**src/rtl/mc_alu_pkg.sv**
```systemverilog
package mc_alu_pkg;

   localparam int MC_W      = 10;
   localparam int SHCODE_W  = 3;
   localparam int TT_W      = 4;
   localparam int ARSEL_W   = 3;

   typedef struct packed {
      logic [SHCODE_W-1:0] shcode;
      logic [TT_W-1:0]     table4;
      logic [ARSEL_W-1:0]  arsel;
   } mc_word_t;

   localparam logic [ARSEL_W-1:0] AR_ADD   = 3'b001;
   localparam logic [ARSEL_W-1:0] AR_A_SUB = 3'b010;
   localparam logic [ARSEL_W-1:0] AR_B_SUB = 3'b100;

   // Shift decode: the top bit picks left, the low two bits give the amount.
   function automatic logic shift_is_left(input logic [SHCODE_W-1:0] c);
      return c[2] && (c[1:0] != 2'b11);
   endfunction

   function automatic logic [1:0] shift_amount(input logic [SHCODE_W-1:0] c);
      logic [1:0] amt;
      if (c == 3'b111)  amt = 2'd0;
      else if (c[2])    amt = c[1:0] + 2'd1;
      else              amt = c[1:0];
      return amt;
   endfunction

endpackage

```
**src/rtl/mc_alu_logic.sv**
```systemverilog
module mc_alu_logic #(
   parameter int DATA_W = 20
) (
   input  logic [DATA_W-1:0] opa,
   input  logic [DATA_W-1:0] opb,
   input  logic [3:0]        table4,
   output logic [DATA_W-1:0] res
);

   generate
      if (DATA_W < 1) begin : g_bad_w
         $error("mc_alu_logic: DATA_W must be positive");
      end
   endgenerate

   // table4[3] answers (0,0), table4[0] answers (1,1)
   generate
      for (genvar i = 0; i < DATA_W; i++) begin : g_bit
         logic [1:0] pair_idx;
         assign pair_idx = {~opa[i], ~opb[i]};
         assign res[i]   = table4[pair_idx];
      end
   endgenerate

endmodule

```
**src/rtl/mc_alu_arith.sv**
```systemverilog
module mc_alu_arith #(
   parameter int DATA_W = 20
) (
   input  logic [DATA_W-1:0] opa,
   input  logic [DATA_W-1:0] opb,
   input  logic [2:0]        arsel,
   output logic [DATA_W-1:0] res,
   output logic              arith_on
);
   import mc_alu_pkg::*;

   logic [DATA_W-1:0] sum_ab;
   logic [DATA_W-1:0] dif_ab;
   logic [DATA_W-1:0] dif_ba;

   assign sum_ab   = opa + opb;
   assign dif_ab   = opa - opb;
   assign dif_ba   = opb - opa;
   assign arith_on = (arsel != '0);

   always_comb begin
      unique case (arsel)
         AR_ADD:   res = sum_ab;
         AR_A_SUB: res = dif_ab;
         AR_B_SUB: res = dif_ba;
         default:  res = opa;   // none or several selects: pass A
      endcase
   end

endmodule

```
**src/rtl/mc_alu_shift.sv**
```systemverilog
module mc_alu_shift #(
   parameter int DATA_W   = 20,
   parameter int STAGES   = 2
) (
   input  logic [DATA_W-1:0] din,
   input  logic              go_left,
   input  logic [STAGES-1:0] amount,
   output logic [DATA_W-1:0] dout
);

   localparam int MAX_SH = (1 << STAGES) - 1;

   generate
      if (MAX_SH >= DATA_W) begin : g_bad_sh
         $error("mc_alu_shift: shift range must stay below DATA_W");
      end
   endgenerate

   logic [DATA_W-1:0] stage_q [STAGES+1];
   assign stage_q[0] = din;

   generate
      for (genvar k = 0; k < STAGES; k++) begin : g_stage
         localparam int D = 1 << k;
         logic [DATA_W-1:0] moved;
         always_comb begin
            if (go_left) moved = {stage_q[k][DATA_W-1-D:0], {D{1'b0}}};
            else         moved = {{D{stage_q[k][DATA_W-1]}}, stage_q[k][DATA_W-1:D]};
         end
         assign stage_q[k+1] = amount[k] ? moved : stage_q[k];
      end
   endgenerate

   assign dout = stage_q[STAGES];

endmodule

```
**src/rtl/mc_post_alu.sv**
```systemverilog
module mc_post_alu #(
   parameter int DATA_W = 20
) (
   input  logic              clk,
   input  logic              rst,
   input  logic [19:0]       a,
   input  logic [19:0]       b,
   input  logic [9:0]        mc,
   output logic [19:0]       y
);
   import mc_alu_pkg::*;

   localparam int SH_STAGES = 2;

   generate
      if (DATA_W != 20) begin : g_bad_top
         $error("mc_post_alu: port widths are fixed at 20 bits");
      end
   endgenerate

   mc_word_t          mcw;
   logic [DATA_W-1:0] logic_res;
   logic [DATA_W-1:0] arith_res;
   logic              arith_on;
   logic [DATA_W-1:0] op_res;
   logic [DATA_W-1:0] sh_res;
   logic              sh_left;
   logic [1:0]        sh_amt;

   assign mcw = mc;

   mc_alu_logic #(.DATA_W(DATA_W)) u_logic (
      .opa    (a),
      .opb    (b),
      .table4 (mcw.table4),
      .res    (logic_res)
   );

   mc_alu_arith #(.DATA_W(DATA_W)) u_arith (
      .opa      (a),
      .opb      (b),
      .arsel    (mcw.arsel),
      .res      (arith_res),
      .arith_on (arith_on)
   );

   assign op_res  = arith_on ? arith_res : logic_res;
   assign sh_left = shift_is_left(mcw.shcode);
   assign sh_amt  = shift_amount(mcw.shcode);

   mc_alu_shift #(.DATA_W(DATA_W), .STAGES(SH_STAGES)) u_shift (
      .din     (op_res),
      .go_left (sh_left),
      .amount  (sh_amt),
      .dout    (sh_res)
   );

   always_ff @(posedge clk) begin
      if (rst) y <= '0;
      else     y <= sh_res;
   end


   reset_clear_chk: assert property (@(posedge clk) rst |=> (y == '0));


   xor_path_chk: assert property (@(posedge clk) disable iff (rst)
      (mc == 10'b000_0110_000) |=> (y == ($past(a) ^ $past(b))));


   add_path_chk: assert property (@(posedge clk) disable iff (rst)
      (mc[9:7] == 3'b000 && mc[2:0] == 3'b001) |=> (y == 20'($past(a) + $past(b))));


   multi_sel_chk: assert property (@(posedge clk) disable iff (rst)
      (mc[9:7] == 3'b000 && $countones(mc[2:0]) > 1) |=> (y == $past(a)));


   sign_keep_chk: assert property (@(posedge clk) disable iff (rst)
      (mc == 10'b001_0011_000) |=> (y == {$past(a[19]), $past(a[19:1])}));


   left_fill_chk: assert property (@(posedge clk) disable iff (rst)
      (mc[9] && mc[8:7] != 2'b11) |=> (y[0] == 1'b0));


   default_pass_chk: assert property (@(posedge clk) disable iff (rst)
      (mc == 10'b0000011000) |=> (y == $past(a)));

endmodule

```
**config.mk**
```make
export PLATFORM = sky130hd
export DESIGN_NAME = mc_post_alu
export DESIGN_NICKNAME = d
export VERILOG_FILES = /design/src/rtl/mc_alu_pkg.sv /design/src/rtl/mc_alu_logic.sv /design/src/rtl/mc_alu_arith.sv /design/src/rtl/mc_alu_shift.sv /design/src/rtl/mc_post_alu.sv
export SDC_FILE = /design/constraint.sdc
export NUM_CORES = 1
export LEC_CHECK = 0
export BUFFER_PORTS_ARGS = -buffer_cell sky130_fd_sc_hd__buf_2
export CAP_MARGIN = 20
export CELL_PAD_IN_SITES_DETAIL_PLACEMENT = 0
export CELL_PAD_IN_SITES_GLOBAL_PLACEMENT = 1
export CORE_MARGIN = 4
export CORE_UTILIZATION = 43
export CTS_CLUSTER_DIAMETER = 60
export DETAILED_ROUTE_END_ITERATION = 12
export GPL_ROUTABILITY_DRIVEN = 0
export GPL_TIMING_DRIVEN = 1
export MAX_ROUTING_LAYER = met4
export PLACE_DENSITY_LB_ADDON = 0.12
export SYNTH_ARGS = -nofsm -noshare
export SYNTH_HDL_FRONTEND = slang
export SYNTH_SLANG_ARGS = --single-unit
```
**constraint.sdc**
```tcl
create_clock -name clk -period 5.3 [get_ports clk]
set_input_delay 1.59 -clock clk [delete_from_list [all_inputs] [get_ports clk]]
set_output_delay 1.59 -clock clk [all_outputs]
set_load 0.1 [all_outputs]
```
==> results of run 1 <==
==> timing repair <==
item | 4_1_cts | 5_1_grt
setup buffers | 0 | 1
setup endpoints to repair | 0 | 5
gates resized for setup | 0 | 5
==> per-layer routing <==
metal / track usage [%] / up-vias
met5: - / -
li1: - / 2820
met4: 6.96 / 0
met3: 1.76 / 31
met1: 39.9 / 2810
met2: 44.6 / 288
==> worst max-delay path, cell delays in order <==
cell	delay, ns
buf_2	0.10
or4_4	0.57
nor3_2	0.16
nor3b_2	0.28
nor2_1	0.08
xnor2_1	0.19
ha_1	0.28
a21o_1	0.18
a21o_1	0.20
nor3_1	0.22
and3b_1	0.25
nor2_1	0.08
xor2_1	0.16
a22o_1	0.26
a22o_1	0.19
a21oi_1	0.25
o221ai_1	0.18
==> logic make-up after synthesis <==
family / after synthesis / synth area share (%)
mux: 31 / 11.3
flops: 20 / 7.96
xor+xnor: 35 / 6.24
simple gates: 240 / 23.9
compound gates: 254 / 34.4
buf+inv: 71 / 5.42
fa+ha+maj: 42 / 10.7
==> cells in the final DEF, fill, tap and decap left out, types with 8 or more instances in the layout <==
cell type | synthesis | final
xor2_1 | 16 | 16
mux4_2 | 19 | 19
inv_1 | 31 | 31
o211ai_1 | 13 | 13
xnor2_1 | 18 | 18
o221ai_1 | 9 | 8
o22ai_1 | 13 | 13
nand2_1 | 67 | 67
a21o_1 | 11 | 11
dfxtp_1 | 20 | 20
buf_2 | 2 | 71
a22oi_1 | 14 | 14
o21ai_1 | 10 | 10
a31oi_1 | 11 | 11
and3_1 | 10 | 10
a211oi_1 | 10 | 10
nor2_1 | 59 | 59
buf_4 | 1 | 49
o21a_1 | 12 | 12
ha_1 | 40 | 39
nand2b_1 | 19 | 19
nor2b_1 | 14 | 14
a21oi_1 | 61 | 61
nand3_1 | 13 | 13
mux2i_1 | 9 | 9
nor3_1 | 17 | 16
o21ai_0 | 29 | 29
==> per-stage QoR <==
stage	setup TNS, ns	worst slack [ns]	util, %
after global routing	0	0.00640	51.5
after floorplan	0	0.266	-
final	0	0.190	51.5
after detailed placement	-0.0586	-0.0359	50.6
after global placement	-0.0439	-0.0439	50.6
after CTS	0	0.222	51.2
==> power by group through the flow <==
stage | Combinational [mW] | Clock (mW) | Sequential, mW
floorplan | 0.482 | 0 | 0.335
global placement | 0.871 | 0 | 0.180
detailed placement | 0.879 | 0 | 0.180
CTS | 0.884 | 0.158 | 0.177
global route | 0.974 | 0.164 | 0.179
finish | 0.905 | 0.155 | 0.177
==> final cells by class <==
cell class	count	area share (%)
well taps	143	3.04
repair buffers	120	12.3
clock buffers	3	1.28
multi-input cells	602	74.5
flip-flops and latches	20	6.81
inverters	32	2.04
==> worst min path at each step <==
stage                     from  endpoint  slack, ns  cells past startpoint
after global placement     rst      y[9]       1.99                      2
after global routing       rst      y[1]       1.74                      2
final                      rst      y[9]       1.73                      2
after CTS                  rst      y[9]       1.72                      2
after detailed placement   rst      y[9]       1.98                      2
after floorplan            rst     y[16]       1.83                      3
==> flow_summary.toml, run 1 <==
[status]
outcome = "finished clean"

[floorplanning]
dieArea_sq_mm = 0.0135
die_h_microns = 116
die_w_microns = 116
io_pins = 72
rows = 39
initial_core_util_pct = 44.1
core_region_area_sq_mm = 0.0114

[sta]
period_needed_ns = 5.11
finalSetupViolations = 0
slew_headroom_pct = 35.7
report.final.slew_viol_count = 0
fin_crit_sh_pct = 96.4
fin_hold_ws_ns = 1.73
timing.fmax_ghz = 0.196
rsz0062_at_grt = "no"
worst-slew-pin-transition_ns = 0.941
final_hold_viol_count = 0

[clocking]
cts_sinks = 20
numCtsBuffers = 3
clkSlewWorstSetupHoldPaths_ns = 0.05
root_buffer = "clkbuf_16"
hold_buffers = 0
cts_max_level = 1
cts_tree = "built"
cts.path.max_buffers = 2

[synthesis]
synth_area_leaders = "ha_1 9.9%, mux4_2 8.5%, dfxtp_1 8.0%"
synth_area_sq_mm = 0.00503
ys_seq_elements = 20
synth_ff_type = "dfxtp_1"
ys_seq_area_share_pct = 7.96
synth_common_cells = "67 x nand2_1, 61 x a21oi_1, 59 x nor2_1, 40 x ha_1, 33 x clkbuf_1"
async_reset_ff_share_pct = 0
synthesis.nets = 787
synth_top_area_share_pct = 9.95
synth-edff-count = 0
synth_area_per_cell_sq_um = 7.26
ys_types = 83
yosysWarnings = 0
syn_inst = 693
yosysTopAreaCell = "ha_1"
yosysMostFrequentCell = "nand2_1"

[place]
io_buffers = 71
dp_hpwl_microns = 15200
placed_area_sq_mm = 0.00577
place_inst = 916

[routing]
ant_nets = 0
top_layer = "met4"
route.vias.total = 5949
wirelength_met1_microns = 8420
vias_per_cell = 6.47
routed-wl-met3_microns = 1460
avgRoutedWirePerCell_microns = 20.5
drc = 0
drt_iter0_drc = 588
wl_microns = 18800
wl_met2_microns = 8560
drt_pre_antenna_iters = 5

[worst_setup_path]
start_kind = "input port"
cp-startpoint = "a[10]"
path_class = "input port to register"
endpoint = "y[15]"
worstPathRequired_ns = 5.42
crit_fanout = 4
cp-end-kind = "register"
cp.arrival_ns = 5.23

[global_routing]
grt-ovfl-total = 0
grt_max_degree = 26
grt_pass1_wl_microns = 29600
grt_pass1_vias = 5587
grtUsageTotal_pct = 28.3
antenna_found_initial = 0

[power_and_ir_drop]
p_per_area_mw_per_mm2 = 210
power_frac_comb_pct = 73.2
swShare_pct = 52.4
finalPower_mw = 1.24
sequentialPowerShare_pct = 14.3
p_leak_nw = 2.59
p_int_mw = 0.589
net-switching-power_mw = 0.648
p_clk_share_pct = 12.5
ir_worst_vdd_mv = 0.278

[final_layout]
drive_gt1_share_pct = 21.4
antenna_cells = 0
stdcell_area_sq_mm = 0.00588
top_register = "y"
nNetsFinal = 873
reg.largest.list = "y (20)"
multi_input_area_sq_mm = 0.00438
nFillCells = 1142
largest_reg_flops = 20
post_layout_nonfiller_instances = 920
ff_latch_area_sq_um = 400
area_growth_pct = 16.9

[worst_hold_path]
hold_path_class = "input port to register"

[job]
maxCapViolations = 0
No activity file was read; power rests on OpenSTA's default activity.
==> inputs of run 2 (changes only) <==
==> constraint.sdc (replaced) <==
create_clock -name clk -period 5.3 [get_ports clk]
set_input_delay 0.265 -clock clk [delete_from_list [all_inputs] [get_ports clk]]
set_output_delay 0.265 -clock clk [all_outputs]
set_load 0.1 [all_outputs]
==> run 2 against run 1 <==
Core utilization fell by 3.1 points. Wire length fell by 6.4%. Worst hold slack got worse by 1.3 ns. Power fell by 3.5%. Sequential cell count did not move. Via count fell by 4.1%. Count of clock-buffer cells in the layout rose by 1. Global-route usage fell by 1.5 points. Worst setup slack improved by 0.62 ns. Cell count fell by 4.9%. First-iteration DRC count fell by 2.2%. Non-clock buffer count fell by 46. Critical path type unchanged.
==> flow_summary.toml, run 2 (synthesis gave the netlist of run 1 again) <==
[status]
outcome = "finished clean"

[global_routing]
grt-ovfl-total = 0
grt_max_degree = 28
antenna_found_initial = 0
grt_pass1_vias = 5379
grtUsageTotal_pct = 26.8
grt_pass1_wl_microns = 28100

[final_layout]
ff_latch_area_sq_um = 400
final_common_cell = "buf_2"
antenna_cells = 0
nFillCells = 1168
final_cell_mix = "71 x buf_2, 67 x nand2_1, 61 x a21oi_1, 59 x nor2_1, 40 x ha_1"
reg.largest.list = "y (20)"
stdcell_area_sq_mm = 0.00553
multi_input_area_sq_mm = 0.00436
area_growth_pct = 9.80
top_register = "y"
drive_gt1_share_pct = 15.8
largest_reg_flops = 20
nNetsFinal = 827

[floorplanning]
rows = 39
die_w_microns = 116
dieArea_sq_mm = 0.0135
initial_core_util_pct = 44.1
io_pins = 72
die_h_microns = 116
core_region_area_sq_mm = 0.0114

[clocking]
cts.path.max_buffers = 2
root_buffer = "clkbuf_16"
cts_sinks = 20
numCtsBuffers = 3
hold_buffers = 0
cts_tree = "built"
clkSlewWorstSetupHoldPaths_ns = 0.05
post_cts_buffers = 0
cts_max_level = 1
cts_resized = 0

[place]
io_buffers = 71
dp_hpwl_microns = 14200
pre_cts_ws_ns = 0.604
placed_area_sq_mm = 0.00543

[worst_setup_path]
cp-end-kind = "register"
path_class = "input port to register"
cp.arrival_ns = 4.68
cp-startpoint = "mc[1]"
worstPathRequired_ns = 5.48
crit_fanout = 27
start_kind = "input port"

[sta]
final_hold_viol_count = 0
rsz0062_at_grt = "no"
tns_ns = 0
fin_crit_sh_pct = 84.7
finalSetupViolations = 0
period_needed_ns = 4.49
timing.fmax_ghz = 0.223
slew_headroom_pct = 35.5
report.final.slew_viol_count = 0
fin_ws_ns = 0.810
worst-slew-pin-transition_ns = 0.961

[routing]
drc = 0
route.vias.total = 5703
ant_nets = 0
drt_pre_antenna_iters = 6
wl_microns = 17600
vias_per_cell = 6.52
drt_iter0_drc = 575
avgRoutedWirePerCell_microns = 20.1

[power_and_ir_drop]
p_int_mw = 0.564
ir_worst_vdd_mv = 0.232
p_per_area_mw_per_mm2 = 216
finalPower_mw = 1.19
swShare_pct = 52.7
p_clk_share_pct = 14.2
p_leak_nw = 2.37
sequentialPowerShare_pct = 14.7
power_frac_comb_pct = 71.0
net-switching-power_mw = 0.629

[job]
maxCapViolations = 0

[worst_hold_path]
hold-path-endpoint = "y[9]"
hold_path_class = "input port to register"
hold_depth = 2
min_from = "rst"
==> run 2: final cells by class <==
type,instances,share of cell area (%)
Multi-Input combinational cell,602,78.9
Timing Repair Buffer,74,6.84
Inverter,32,2.17
Clock buffer,4,1.61
Tap cell,143,3.24
Sequential cell,20,7.25
==> run 2: per-layer routing <==
metal	part of all wire (%)	vias to the layer above	global-route usage [%]
met5	0	-	-
met4	1.7	0	6.03
met3	7.9	20	2.12
met2	45	251	42.7
met1	45	2713	37.3
li1	-	2719	-
==> run 2: how the worst max path moves through the flow <==
| stage | slack (ns) | to | depth (start not counted) |
|---|---|---|---|
| floorplan | 1.59 | y[18] | 18 |
| global placement | 0.62 | y[14] | 16 |
| detailed placement | 0.60 | y[14] | 16 |
| CTS | 0.86 | y[14] | 16 |
| global route | 0.32 | y[14] | 16 |
| finish | 0.81 | y[14] | 16 |
==> run 2: metrics by stage <==
step	std cells	hold slack (ns)	util (%)
3_3_place_gp	870	0.657	47.5
4_1_cts	874	0.399	48.3
5_1_grt	875	0.423	48.4
2_1_floorplan	693	0.503	-
6_report	875	0.404	48.4
3_5_place_dp	870	0.661	47.5
==> run 2: critical path: stages <==
cell      delay, ns
buf_2          0.26
nor2b_1        0.57
nand2_1        0.41
o21ai_0        0.41
inv_1          0.09
ha_1           0.28
nand2b_1       0.07
a21oi_1        0.30
o211ai_1       0.23
a31o_1         0.28
o41a_1         0.33
nor3_1         0.55
and2_1         0.22
a221o_1        0.13
a22oi_1        0.09
a21oi_1        0.19
==> run 2: power by group through the flow <==
stage,registers [mW],clock network (mW),logic (mW)
2_1_floorplan,0.335,0,0.482
3_3_place_gp,0.179,0,0.822
3_5_place_dp,0.179,0,0.828
4_1_cts,0.176,0.172,0.831
5_1_grt,0.178,0.176,0.915
6_report,0.176,0.170,0.848
